### src/rtl/wdly_pkg.sv
package wdly_pkg;
  typedef enum logic [2:0] {ST_IDLE, ST_STEP, ST_REQ, ST_WAIT, ST_FIX, ST_DONE} st_e;
  typedef enum logic [1:0] {PH_LC, PH_LF, PH_RC, PH_RF} ph_e;
  // stage codes are consecutive from this base in phase order
  localparam logic [7:0] ERR_BASE = 8'h37;
endpackage

### src/rtl/wdly_fix.sv
// Computes the one-sided correction from the fine margins.
module wdly_fix #(
  parameter int TW = 9
) (
  input  logic [TW-1:0] lf,
  input  logic [TW-1:0] rf,
  input  logic [TW-1:0] idq,
  input  logic [TW-1:0] idbi,
  input  logic [TW-1:0] idqs,
  input  logic          den,
  output logic [TW-1:0] dqs_o,
  output logic [TW-1:0] dq_o,
  output logic [TW-1:0] dbi_o
);
  logic [TW-1:0] half;

  always_comb begin
    dqs_o = idqs;
    dq_o  = idq;
    dbi_o = idbi;
    half  = '0;
    if (rf > lf) begin
      half  = (rf - lf) >> 1;
      dqs_o = (idqs >= half) ? (idqs - half) : '0;
    end else if (lf > rf) begin
      half = (lf - rf) >> 1;
      dq_o = idq + half;
      if (den) dbi_o = idbi + half;
    end
  end
endmodule

### src/rtl/wdly_tapmux.sv
// Selects the tap settings under test or the final result.
module wdly_tapmux
  import wdly_pkg::*;
#(
  parameter int TW = 9
) (
  input  st_e           st,
  input  ph_e           ph,
  input  logic [TW-1:0] off,
  input  logic [TW-1:0] cdq,
  input  logic [TW-1:0] cdbi,
  input  logic [TW-1:0] cdqs,
  input  logic          cden,
  input  logic [TW-1:0] fdq,
  input  logic [TW-1:0] fdbi,
  input  logic [TW-1:0] fdqs,
  output logic [TW-1:0] dq,
  output logic [TW-1:0] dbi,
  output logic [TW-1:0] dqs,
  output logic          lphase,
  output logic          rphase
);
  logic busy, left;

  assign busy   = (st == ST_STEP) || (st == ST_REQ) || (st == ST_WAIT);
  assign left   = (ph == PH_LC) || (ph == PH_LF);
  assign lphase = busy && left;
  assign rphase = busy && !left;

  always_comb begin
    if (lphase) begin
      dq  = cdq + off;
      dbi = cden ? (cdbi + off) : cdbi;
      dqs = cdqs;
    end else if (rphase) begin
      dq  = cdq;
      dbi = cdbi;
      dqs = cdqs + off;
    end else begin
      dq  = fdq;
      dbi = fdbi;
      dqs = fdqs;
    end
  end
endmodule

### src/rtl/wdly_seq.sv
// Sweep sequencer: stage order, offset stepping, margin capture.
module wdly_seq
  import wdly_pkg::*;
#(
  parameter int TW      = 9,
  parameter int TAP_MAX = 511,
  parameter int CSTEP   = 10
) (
  input  logic          clk,
  input  logic          rst_n,
  input  logic          start,
  input  logic          dbi_en,
  input  logic [TW-1:0] init_dq,
  input  logic [TW-1:0] init_dbi,
  input  logic [TW-1:0] init_dqs,
  input  logic          chk_ack,
  input  logic          chk_pass,
  input  logic [TW-1:0] fix_dqs,
  input  logic [TW-1:0] fix_dq,
  input  logic [TW-1:0] fix_dbi,
  output st_e           st_o,
  output ph_e           ph_o,
  output logic [TW-1:0] off_o,
  output logic [TW-1:0] cap_dq,
  output logic [TW-1:0] cap_dbi,
  output logic [TW-1:0] cap_dqs,
  output logic          cap_den,
  output logic [TW-1:0] lc,
  output logic [TW-1:0] lf,
  output logic [TW-1:0] rc,
  output logic [TW-1:0] rf,
  output logic [TW-1:0] fin_dqs,
  output logic [TW-1:0] fin_dq,
  output logic [TW-1:0] fin_dbi,
  output logic          chk_req,
  output logic          done,
  output logic [7:0]    err_code
);
  localparam int OW = TW + 1;

  st_e           st_q, st_n;
  ph_e           ph_q, ph_n;
  logic [OW-1:0] off_q, off_n, step, nxt, back, lim;
  logic [TW-1:0] lc_n, lf_n, rc_n, rf_n, lhi;
  logic [7:0]    err_n;
  logic          cap_en, fin_en, fin_init, left, over;

  assign left = (ph_q == PH_LC) || (ph_q == PH_LF);
  assign step = ((ph_q == PH_LC) || (ph_q == PH_RC)) ? OW'(CSTEP) : OW'(1);
  assign lhi  = (cap_den && (cap_dbi > cap_dq)) ? cap_dbi : cap_dq;
  assign lim  = left ? (OW'(TAP_MAX) - {1'b0, lhi}) : (OW'(TAP_MAX) - {1'b0, cap_dqs});
  assign nxt  = off_q + step;
  assign back = off_q - step;
  assign over = nxt > lim;

  always_comb begin
    st_n = st_q;  ph_n = ph_q;  off_n = off_q;
    lc_n = lc;    lf_n = lf;    rc_n = rc;    rf_n = rf;
    err_n = err_code;
    cap_en = 1'b0;  fin_en = 1'b0;  fin_init = 1'b0;
    unique case (st_q)
      ST_IDLE: if (start) begin
        st_n = ST_STEP;  ph_n = PH_LC;  off_n = '0;
        lc_n = '0;  lf_n = '0;  rc_n = '0;  rf_n = '0;
        err_n = '0;  cap_en = 1'b1;
      end
      ST_STEP: if (over) begin
        st_n = ST_DONE;  err_n = ERR_BASE + {6'b0, ph_q};
        fin_en = 1'b1;   fin_init = 1'b1;
      end else begin
        off_n = nxt;  st_n = ST_REQ;
      end
      ST_REQ:  st_n = ST_WAIT;
      ST_WAIT: if (chk_ack) begin
        st_n = ST_STEP;
        if (!chk_pass) begin
          unique case (ph_q)
            PH_LC: begin lc_n = back[TW-1:0]; off_n = back; ph_n = PH_LF; end
            PH_LF: begin lf_n = back[TW-1:0]; off_n = '0;   ph_n = PH_RC; end
            PH_RC: begin rc_n = back[TW-1:0]; off_n = back; ph_n = PH_RF; end
            default: begin rf_n = back[TW-1:0]; st_n = ST_FIX; end
          endcase
        end
      end
      ST_FIX:  begin st_n = ST_DONE; fin_en = 1'b1; end
      ST_DONE: st_n = ST_IDLE;
      default: st_n = ST_IDLE;
    endcase
  end

  always_ff @(posedge clk or negedge rst_n) begin
    if (!rst_n) begin
      st_q <= ST_IDLE;  ph_q <= PH_LC;  off_q <= '0;
      lc <= '0;  lf <= '0;  rc <= '0;  rf <= '0;  err_code <= '0;
    end else begin
      st_q <= st_n;  ph_q <= ph_n;  off_q <= off_n;
      lc <= lc_n;  lf <= lf_n;  rc <= rc_n;  rf <= rf_n;  err_code <= err_n;
    end
  end

  always_ff @(posedge clk or negedge rst_n) begin
    if (!rst_n) begin
      cap_dq <= '0;  cap_dbi <= '0;  cap_dqs <= '0;  cap_den <= 1'b0;
    end else if (cap_en) begin
      cap_dq <= init_dq;  cap_dbi <= init_dbi;  cap_dqs <= init_dqs;  cap_den <= dbi_en;
    end
  end

  always_ff @(posedge clk or negedge rst_n) begin
    if (!rst_n) begin
      fin_dqs <= '0;  fin_dq <= '0;  fin_dbi <= '0;
    end else if (fin_en) begin
      fin_dqs <= fin_init ? cap_dqs : fix_dqs;
      fin_dq  <= fin_init ? cap_dq  : fix_dq;
      fin_dbi <= fin_init ? cap_dbi : fix_dbi;
    end
  end

  assign st_o    = st_q;
  assign ph_o    = ph_q;
  assign off_o   = off_q[TW-1:0];
  assign chk_req = (st_q == ST_REQ);
  assign done    = (st_q == ST_DONE);
endmodule

### src/rtl/wdly_center_top.sv
// rst_n is asserted asynchronously; its release is synchronised upstream.
module wdly_center_top
  import wdly_pkg::*;
#(
  parameter int TW      = 9,
  parameter int TAP_MAX = 511,
  parameter int CSTEP   = 10
) (
  input  logic          clk,
  input  logic          rst_n,
  input  logic          start,
  input  logic          dbi_en,
  input  logic [TW-1:0] init_dq,
  input  logic [TW-1:0] init_dbi,
  input  logic [TW-1:0] init_dqs,
  output logic          chk_req,
  input  logic          chk_ack,
  input  logic          chk_pass,
  output logic [TW-1:0] dq_tap,
  output logic [TW-1:0] dbi_tap,
  output logic [TW-1:0] dqs_tap,
  output logic [TW-1:0] lmrg_crs,
  output logic [TW-1:0] lmrg_fin,
  output logic [TW-1:0] rmrg_crs,
  output logic [TW-1:0] rmrg_fin,
  output logic [TW-1:0] dqs_fin,
  output logic [TW-1:0] dq_fin,
  output logic [TW-1:0] dbi_fin,
  output logic          done,
  output logic [7:0]    err_code
);
  st_e           st_w;
  ph_e           ph_w;
  logic [TW-1:0] off_w, cap_dq_w, cap_dbi_w, cap_dqs_w;
  logic [TW-1:0] fx_dqs, fx_dq, fx_dbi;
  logic          cap_den_w, lphase_w, rphase_w, waiting_w;

  assign waiting_w = (st_w == ST_WAIT);

  wdly_seq #(.TW(TW), .TAP_MAX(TAP_MAX), .CSTEP(CSTEP)) u_seq (
    .clk(clk), .rst_n(rst_n), .start(start), .dbi_en(dbi_en),
    .init_dq(init_dq), .init_dbi(init_dbi), .init_dqs(init_dqs),
    .chk_ack(chk_ack), .chk_pass(chk_pass),
    .fix_dqs(fx_dqs), .fix_dq(fx_dq), .fix_dbi(fx_dbi),
    .st_o(st_w), .ph_o(ph_w), .off_o(off_w),
    .cap_dq(cap_dq_w), .cap_dbi(cap_dbi_w), .cap_dqs(cap_dqs_w), .cap_den(cap_den_w),
    .lc(lmrg_crs), .lf(lmrg_fin), .rc(rmrg_crs), .rf(rmrg_fin),
    .fin_dqs(dqs_fin), .fin_dq(dq_fin), .fin_dbi(dbi_fin),
    .chk_req(chk_req), .done(done), .err_code(err_code)
  );

  wdly_fix #(.TW(TW)) u_fix (
    .lf(lmrg_fin), .rf(rmrg_fin),
    .idq(cap_dq_w), .idbi(cap_dbi_w), .idqs(cap_dqs_w), .den(cap_den_w),
    .dqs_o(fx_dqs), .dq_o(fx_dq), .dbi_o(fx_dbi)
  );

  wdly_tapmux #(.TW(TW)) u_mux (
    .st(st_w), .ph(ph_w), .off(off_w),
    .cdq(cap_dq_w), .cdbi(cap_dbi_w), .cdqs(cap_dqs_w), .cden(cap_den_w),
    .fdq(dq_fin), .fdbi(dbi_fin), .fdqs(dqs_fin),
    .dq(dq_tap), .dbi(dbi_tap), .dqs(dqs_tap),
    .lphase(lphase_w), .rphase(rphase_w)
  );
endmodule

### config.mk
export PLATFORM = sky130hd
export DESIGN_NAME = wdly_center_top
export DESIGN_NICKNAME = d
export VERILOG_FILES = /design/src/rtl/wdly_pkg.sv /design/src/rtl/wdly_fix.sv /design/src/rtl/wdly_tapmux.sv /design/src/rtl/wdly_seq.sv /design/src/rtl/wdly_center_top.sv
export SDC_FILE = /design/constraint.sdc
export NUM_CORES = 1
export LEC_CHECK = 0
export ABC_CLOCK_PERIOD_IN_PS = 9800
export BUFFER_PORTS_ARGS = -buffer_cell sky130_fd_sc_hd__buf_4
export CAP_MARGIN = 10
export CELL_PAD_IN_SITES_DETAIL_PLACEMENT = 1
export CELL_PAD_IN_SITES_GLOBAL_PLACEMENT = 1
export CORE_ASPECT_RATIO = 0.9
export CORE_MARGIN = 1
export CORE_UTILIZATION = 35
export DETAILED_ROUTE_END_ITERATION = 8
export PLACE_DENSITY = 0.74
export SLEW_MARGIN = 20
export SYNTH_ARGS = -nofsm -noshare
export SYNTH_HDL_FRONTEND = slang
export SYNTH_SLANG_ARGS = --single-unit
### constraint.sdc
create_clock -name clk -period 9.8 [get_ports clk]
set_clock_uncertainty 0.2 [all_clocks]
set_input_delay 1.47 -clock clk [delete_from_list [all_inputs] [get_ports clk]]
set_output_delay 1.47 -clock clk [all_outputs]
set_load 0.01 [all_outputs]
; ---- After elaboration in Yosys (flattened, before gate mapping)
; Cells that the tools add are included.
[classes]
n_mux = 62
magnitude_cmp = 5
eq_ne = 18
n_addsub = 13
n_reduce_logical = 23
[op_table]
columns = cell, n
row1 = 9-bit two-way mux, 31
row2 = 9-bit one-hot mux with 2 select lines, 4
row3 = 10-bit two-way mux, 5
row4 = 10-bit one-hot mux with 3 select lines, 1
row5 = 9-bit adder, 3
row6 = 9-bit > comparator, 3
row7 = 5-bit AND reduction, 5
row8 = 10-bit one-hot mux with 2 select lines, 1
row9 = 9-bit by 9-bit subtractor with 10-bit output (first input constant), 2
row10 = 9-bit by 8-bit adder with 9-bit output, 2
row11 = 9-bit subtractor, 2
row12 = 8-bit two-way mux, 2
row13 = 8-bit one-hot mux with 2 select lines, 1
row14 = 3-bit two-way mux, 5
row15 = 3-bit one-hot mux with 5 select lines, 1
row16 = 2-bit inequality test (second input constant), 6
row17 = 10-bit adder, 1
row18 = 10-bit > comparator, 1
row19 = 10-bit subtractor, 1
row20 = 9-bit by 8-bit >= comparator with 1-bit output, 1
row21 = 9-bit by 8-bit subtractor with 9-bit output, 1
row22 = 6-bit by 2-bit adder with 7-bit output (first input constant), 1
row23 = 3-bit by 2-bit equality test with 1-bit output (second input constant), 2
row24 = 3-bit equality test (second input constant), 2
row25 = other kinds (24), 37
[totals]
out_inout_bits = 100
wordCells = 136
ff_bits = 114
in_bits = 33

; ---- Logic depth before layout (Yosys ltp)
[logic_depth]
ltp_word = 9
depth_mapped = 19
depth_no_buf = 18

; ---- Hierarchy
; From an unflattened synthesis, not the netlist that was laid out.
[unflattened]
cells_unflattened = 1150
hier_area_um2 = 9579.2
[modules_own_cells]
columns = mod, cells_each, area_each_um2, seq_area_each_um2, instances
row1 = wdly_seq, 638, 5864.4, 2777.7, 1
row2 = wdly_fix, 281, 2180.8, 0.0, 1
row3 = wdly_tapmux, 231, 1534.0, 0.0, 1

; ---- Worst setup path after synthesis
; OpenSTA, ideal clock, no wires.
[synth_timing]
path_kind = register -> register
startpoint = register u_seq.cap_dq[1]
endpoint = register u_seq.fin_dbi[8]
n_path_buf = 2
setup_time_ps = 124
path_stages_with_launch = 20
arrival_time_ps = 4100
t_required_ps = 9476
synth_period_minus_slack_ps = 4424
path_slack_ps = 5376
cell_sequence = dfrtp_1 > inv_1 > ha_1 > nor2b_1 > o21a_1 > o21ai_0 > a21oi_1 > o311a_1 > clkbuf_1 > mux2i_1 > o21ai_0 > ha_1 > a22o_1 > nor4_2 > a311oi_2 > nor3b_4 > nand4_1 > buf_4 > o21a_1 > o31a_1
[synth_between]
elab_chain_cells = 9
elab_cells_between_ends = 10
classes_between = add/sub: 1 / order compare: 2 / mux: 6 / reduce/logical: 1
[synth_lines]
columns = element, line
row1 = from (decl), wdly_seq.sv:24  ; output logic [TW-1:0] cap_dq,
row2 = from (signal assigned), wdly_seq.sv:105  ; cap_dq <= init_dq; cap_dbi <= init_dbi; cap_dqs <= init_dqs; cap_den <= dbi_en;
row3 = 9-bit > comparator, wdly_seq.sv:50  ; assign lhi = (cap_den && (cap_dbi > cap_dq)) ? cap_dbi : cap_dq;
row4 = 1-bit logical AND, wdly_seq.sv:50
row5 = 9-bit two-way mux (*), wdly_seq.sv:50
row6 = 9-bit by 9-bit subtractor with 10-bit output (*), wdly_seq.sv:51  ; assign lim = left ? (OW'(TAP_MAX) - {1'b0, lhi}) : (OW'(TAP_MAX) - {1'b0, cap_dqs});
row7 = 10-bit two-way mux (*), wdly_seq.sv:51
row8 = 10-bit > comparator (*), wdly_seq.sv:54  ; assign over = nxt > lim;
row9 = 1-bit two-way mux (*), wdly_seq.sv:67  ; ST_STEP: if (over) begin
row10 = 1-bit two-way mux, wdly_seq.sv:61  ; unique case (st_q)
row11 = 9-bit two-way mux, wdly_seq.sv:115  ; fin_dbi <= fin_init ? cap_dbi : fix_dbi;
row12 = to (signal assigned), wdly_seq.sv:115
row13 = to (decl), wdly_seq.sv:34  ; output logic [TW-1:0] fin_dbi,
; Mark *: on every way between the ends. The rest lies on a longest branch, timed or not.
; A chain may end at the register's enable or synchronous reset.

; ---- Worst setup path in the final report
; Ends and elaborated chain as after synthesis.

==> impl_results.md <==
* GR Overflow Total at 0
* Initial antenna violation count at 0
* EDFF count, synth at 0
* Filler instances at 3031
* Latest clock arrival within the worst-skew pair at about 0.38 ns
* Starting Density at a little over a third
* FF+latch count, synth at around 110
* Die area at 27100 sq um
* Clock slew at reported path FFs at approximately 0.090 ns
* GPL Wtd Cong at between 0.9 and 1
* Area delta synth->final at 16.5%
* H-tree Lvls at 3
* TritonCTS clock tree: yes
* Largest net degree at the start of global routing at 64
* Setup-failing EPs final at 0
* Critical Path RT at 9.86 ns
* Post-CTS Setup Inserts at 0
* Fin crit period at approximately 5.6 ns
* Setup TNS at 0 ns
* GRT Util Overall at 24.1%
* Synth area leader: dfrtp_1
* Hold_buf cts at 0
* Crit path max-delay family: compound AO/OA/AOI/OAI gates
* Share of the synthesized area in the top cell type at 30.1%
* HPWL after detailed placement at 24700 microns
* Core Region at 26000 sq um
* Crit Path Category: reg2reg
* CP max FO at 10
* Post-CTS Resized at 0
* Mapped Area at 9240 sq um
* CP bufs+invs at 1
* Crit path max-delay cell type: nand4_1
* Vias in the first global route at 8690
* Final hold vios at 0
* Max Fclk at 0.177 GHz
* Post-Synthesis Cells at 1056
* Hold_sp: u_seq.err_code[2]
* Netlist cell types at 71
* # rows at 56
* Max-Cap Viols at 0
* Share of layout cells above drive strength 1 at 18.4%
* Largest stage delay on the critical path at between 0.7 and 0.8 ns
* CP Launch Point: u_seq.cap_dq[1]
* Io pins at 133
* Area contributors post-synth: dfrtp_1 (30%), ha_1 (13%), o21ai_0 (5.9%)
* DIE HEIGHT at 156 microns
* Vias/cell at 5.55
* Final nets at about 1300
* Arrival time worst endpoint at roughly 5.7 ns
* Wirelength per Cell at 21.3 microns
* Max-slew headroom at 24.8%
* Worst-Margin Slew at approximately 1.1 ns
* Hold Path Class: reg2reg
* Chip width at between 150 and 200 microns
* DRT Pass-1 Iters at 5
* RSZ-0062 raised after global routing: no
* Port Buf Inserts at 130
* DRT Wirelength at 32000 microns
* Ys flop type: dfrtp_1
* Final Max Tran Viols at 0
* Vias post-DR at about 8300
* # diodes at 0
* Post-DRT Antenna Nets at 0
* Ys async rst share at 100%
* Final worst path period share at 57.6%
* Synth warn at 0
* Initial DRC count at between 500 and 600
* CTS Buf Count at 9
* Critical path capture point type: register
* CTS sink count at 111
* DRC at 0
* Root buf cell: clkbuf_16
* Outcome: finished clean
* Global-route wire length before repair at 50300 microns
* R2r startpoint: u_seq.cap_dq[1]
* CTS max path bufs at 2
* Syn avg cell area at 8.75 sq um
* Startpoint Class: register
* Sequential-to-total area share from yosys stat at 30.1%
* Cells along the critical path: inv_1 > ha_1 > nor2b_1 > o21a_1 > o21ai_0 > a21oi_1 > o311a_1 > mux2i_1 > o21ai_0 > ha_1 > a22o_1 > nor4_2 > a311oi_2 > nor3b_4 > nand4_1 > o21a_1 > o31a_1
==> per-stage QoR <==
step	area [sq um]	std cells	setup slack, ns	utilization, %	hold slack, ns
floorplan	9240	1057	5.38	-	0.293
global placement	10500	1489	4.29	40.3	0.292
detailed placement	10500	1489	4.21	40.3	0.293
CTS	10800	1505	4.18	41.4	0.317
global route	10800	1505	3.73	41.4	0.338
finish	10800	1505	4.16	41.4	0.310
==> layout make-up <==
type	count	area [sq um]	share of cell area, %
flip-flops and latches	111	2780	25.8
clock inverters	6	57.6	0.535
multi-input cells	835	6020	55.9
repair buffers	135	1010	9.42
clock buffers	10	239	2.22
well taps	348	435	4.05
inverters	60	225	2.09
==> routing by layer <==
metal	GRT usage, %	routed length (microns)	vias to the layer above
li1	-	-	3935
met1	32.3	14600	4135
met2	39.5	14800	235
met3	4.29	1920	43
met4	6.91	694	0
met5	0	0	-
==> registers in the layout, indices dropped and copies added (netlist names), 9 cells and up <==
name,cells
u_seq.fin_dq,9
u_seq.rc,9
u_seq.lf,9
u_seq.cap_dq,9
u_seq.fin_dbi,9
u_seq.fin_dqs,9
u_seq.cap_dqs,9
u_seq.cap_dbi,9
u_seq.off_q,10
u_seq.rf,9
u_seq.lc,9
==> cells by family after synthesis <==
logic type	Yosys count	share of synthesized area [%]
other cells	1	0.0406
simple gates	309	16.3
buf+inv	111	4.98
flops	111	30.1
xor+xnor	55	5.21
mux	76	8.80
compound gates	286	19.3
fa+ha+maj	107	15.3
==> cell usage in the layout (no fill, tap or decap), types with 7 or more instances in the layout <==
cell type | synthesis | routed
a31oi_1 | 14 | 14
clkbuf_16 | 0 | 9
nand3_1 | 9 | 9
nor3_1 | 18 | 18
o21bai_1 | 12 | 12
buf_4 | 7 | 135
dfrtp_1 | 111 | 111
a21oi_1 | 59 | 59
xor2_1 | 18 | 18
o21a_1 | 13 | 13
o31a_1 | 8 | 8
nor2_1 | 67 | 66
and2_1 | 8 | 8
nand2b_1 | 16 | 16
nand4_1 | 8 | 8
mux2i_1 | 34 | 34
a21o_1 | 18 | 18
nand2_1 | 120 | 120
ha_1 | 97 | 97
xnor2_1 | 37 | 37
or3_1 | 7 | 7
mux2_2 | 42 | 42
a22oi_1 | 7 | 7
fa_1 | 10 | 10
inv_1 | 60 | 60
o21ai_0 | 108 | 108
nor2b_1 | 19 | 19
==> final timing paths <==
kind | to | cells after the start | slack, ns
setup / recovery | u_seq.fin_dbi[8] | 17 | 4.16
hold / removal | u_seq.err_code[2] | 1 | 0.31
setup reg to reg | u_seq.fin_dbi[8] | 17 | 4.16
hold reg to reg | u_seq.err_code[2] | 1 | 0.31
max in group asynchronous | u_seq.off_q[7] | 2 | 7.16
min in group asynchronous | u_seq.cap_dq[3] | 1 | 0.95
==> Yosys cell counts (all sizes together) (12+ instances only) <==
cell / count
nand2: 121
o21ai: 112
dfrtp: 111
ha: 97
nor2: 67
inv: 60
a21oi: 59
mux2: 42
xnor2: 37
mux2i: 34
clkbuf: 30
buf: 21
nor2b: 19
a21o: 18
nor3: 18
xor2: 18
nand2b: 16
a31oi: 14
o21a: 13
o21bai: 12
Power is not shown: default switching activity piles up to over one toggle a cycle in this logic, so the estimate is an artifact.
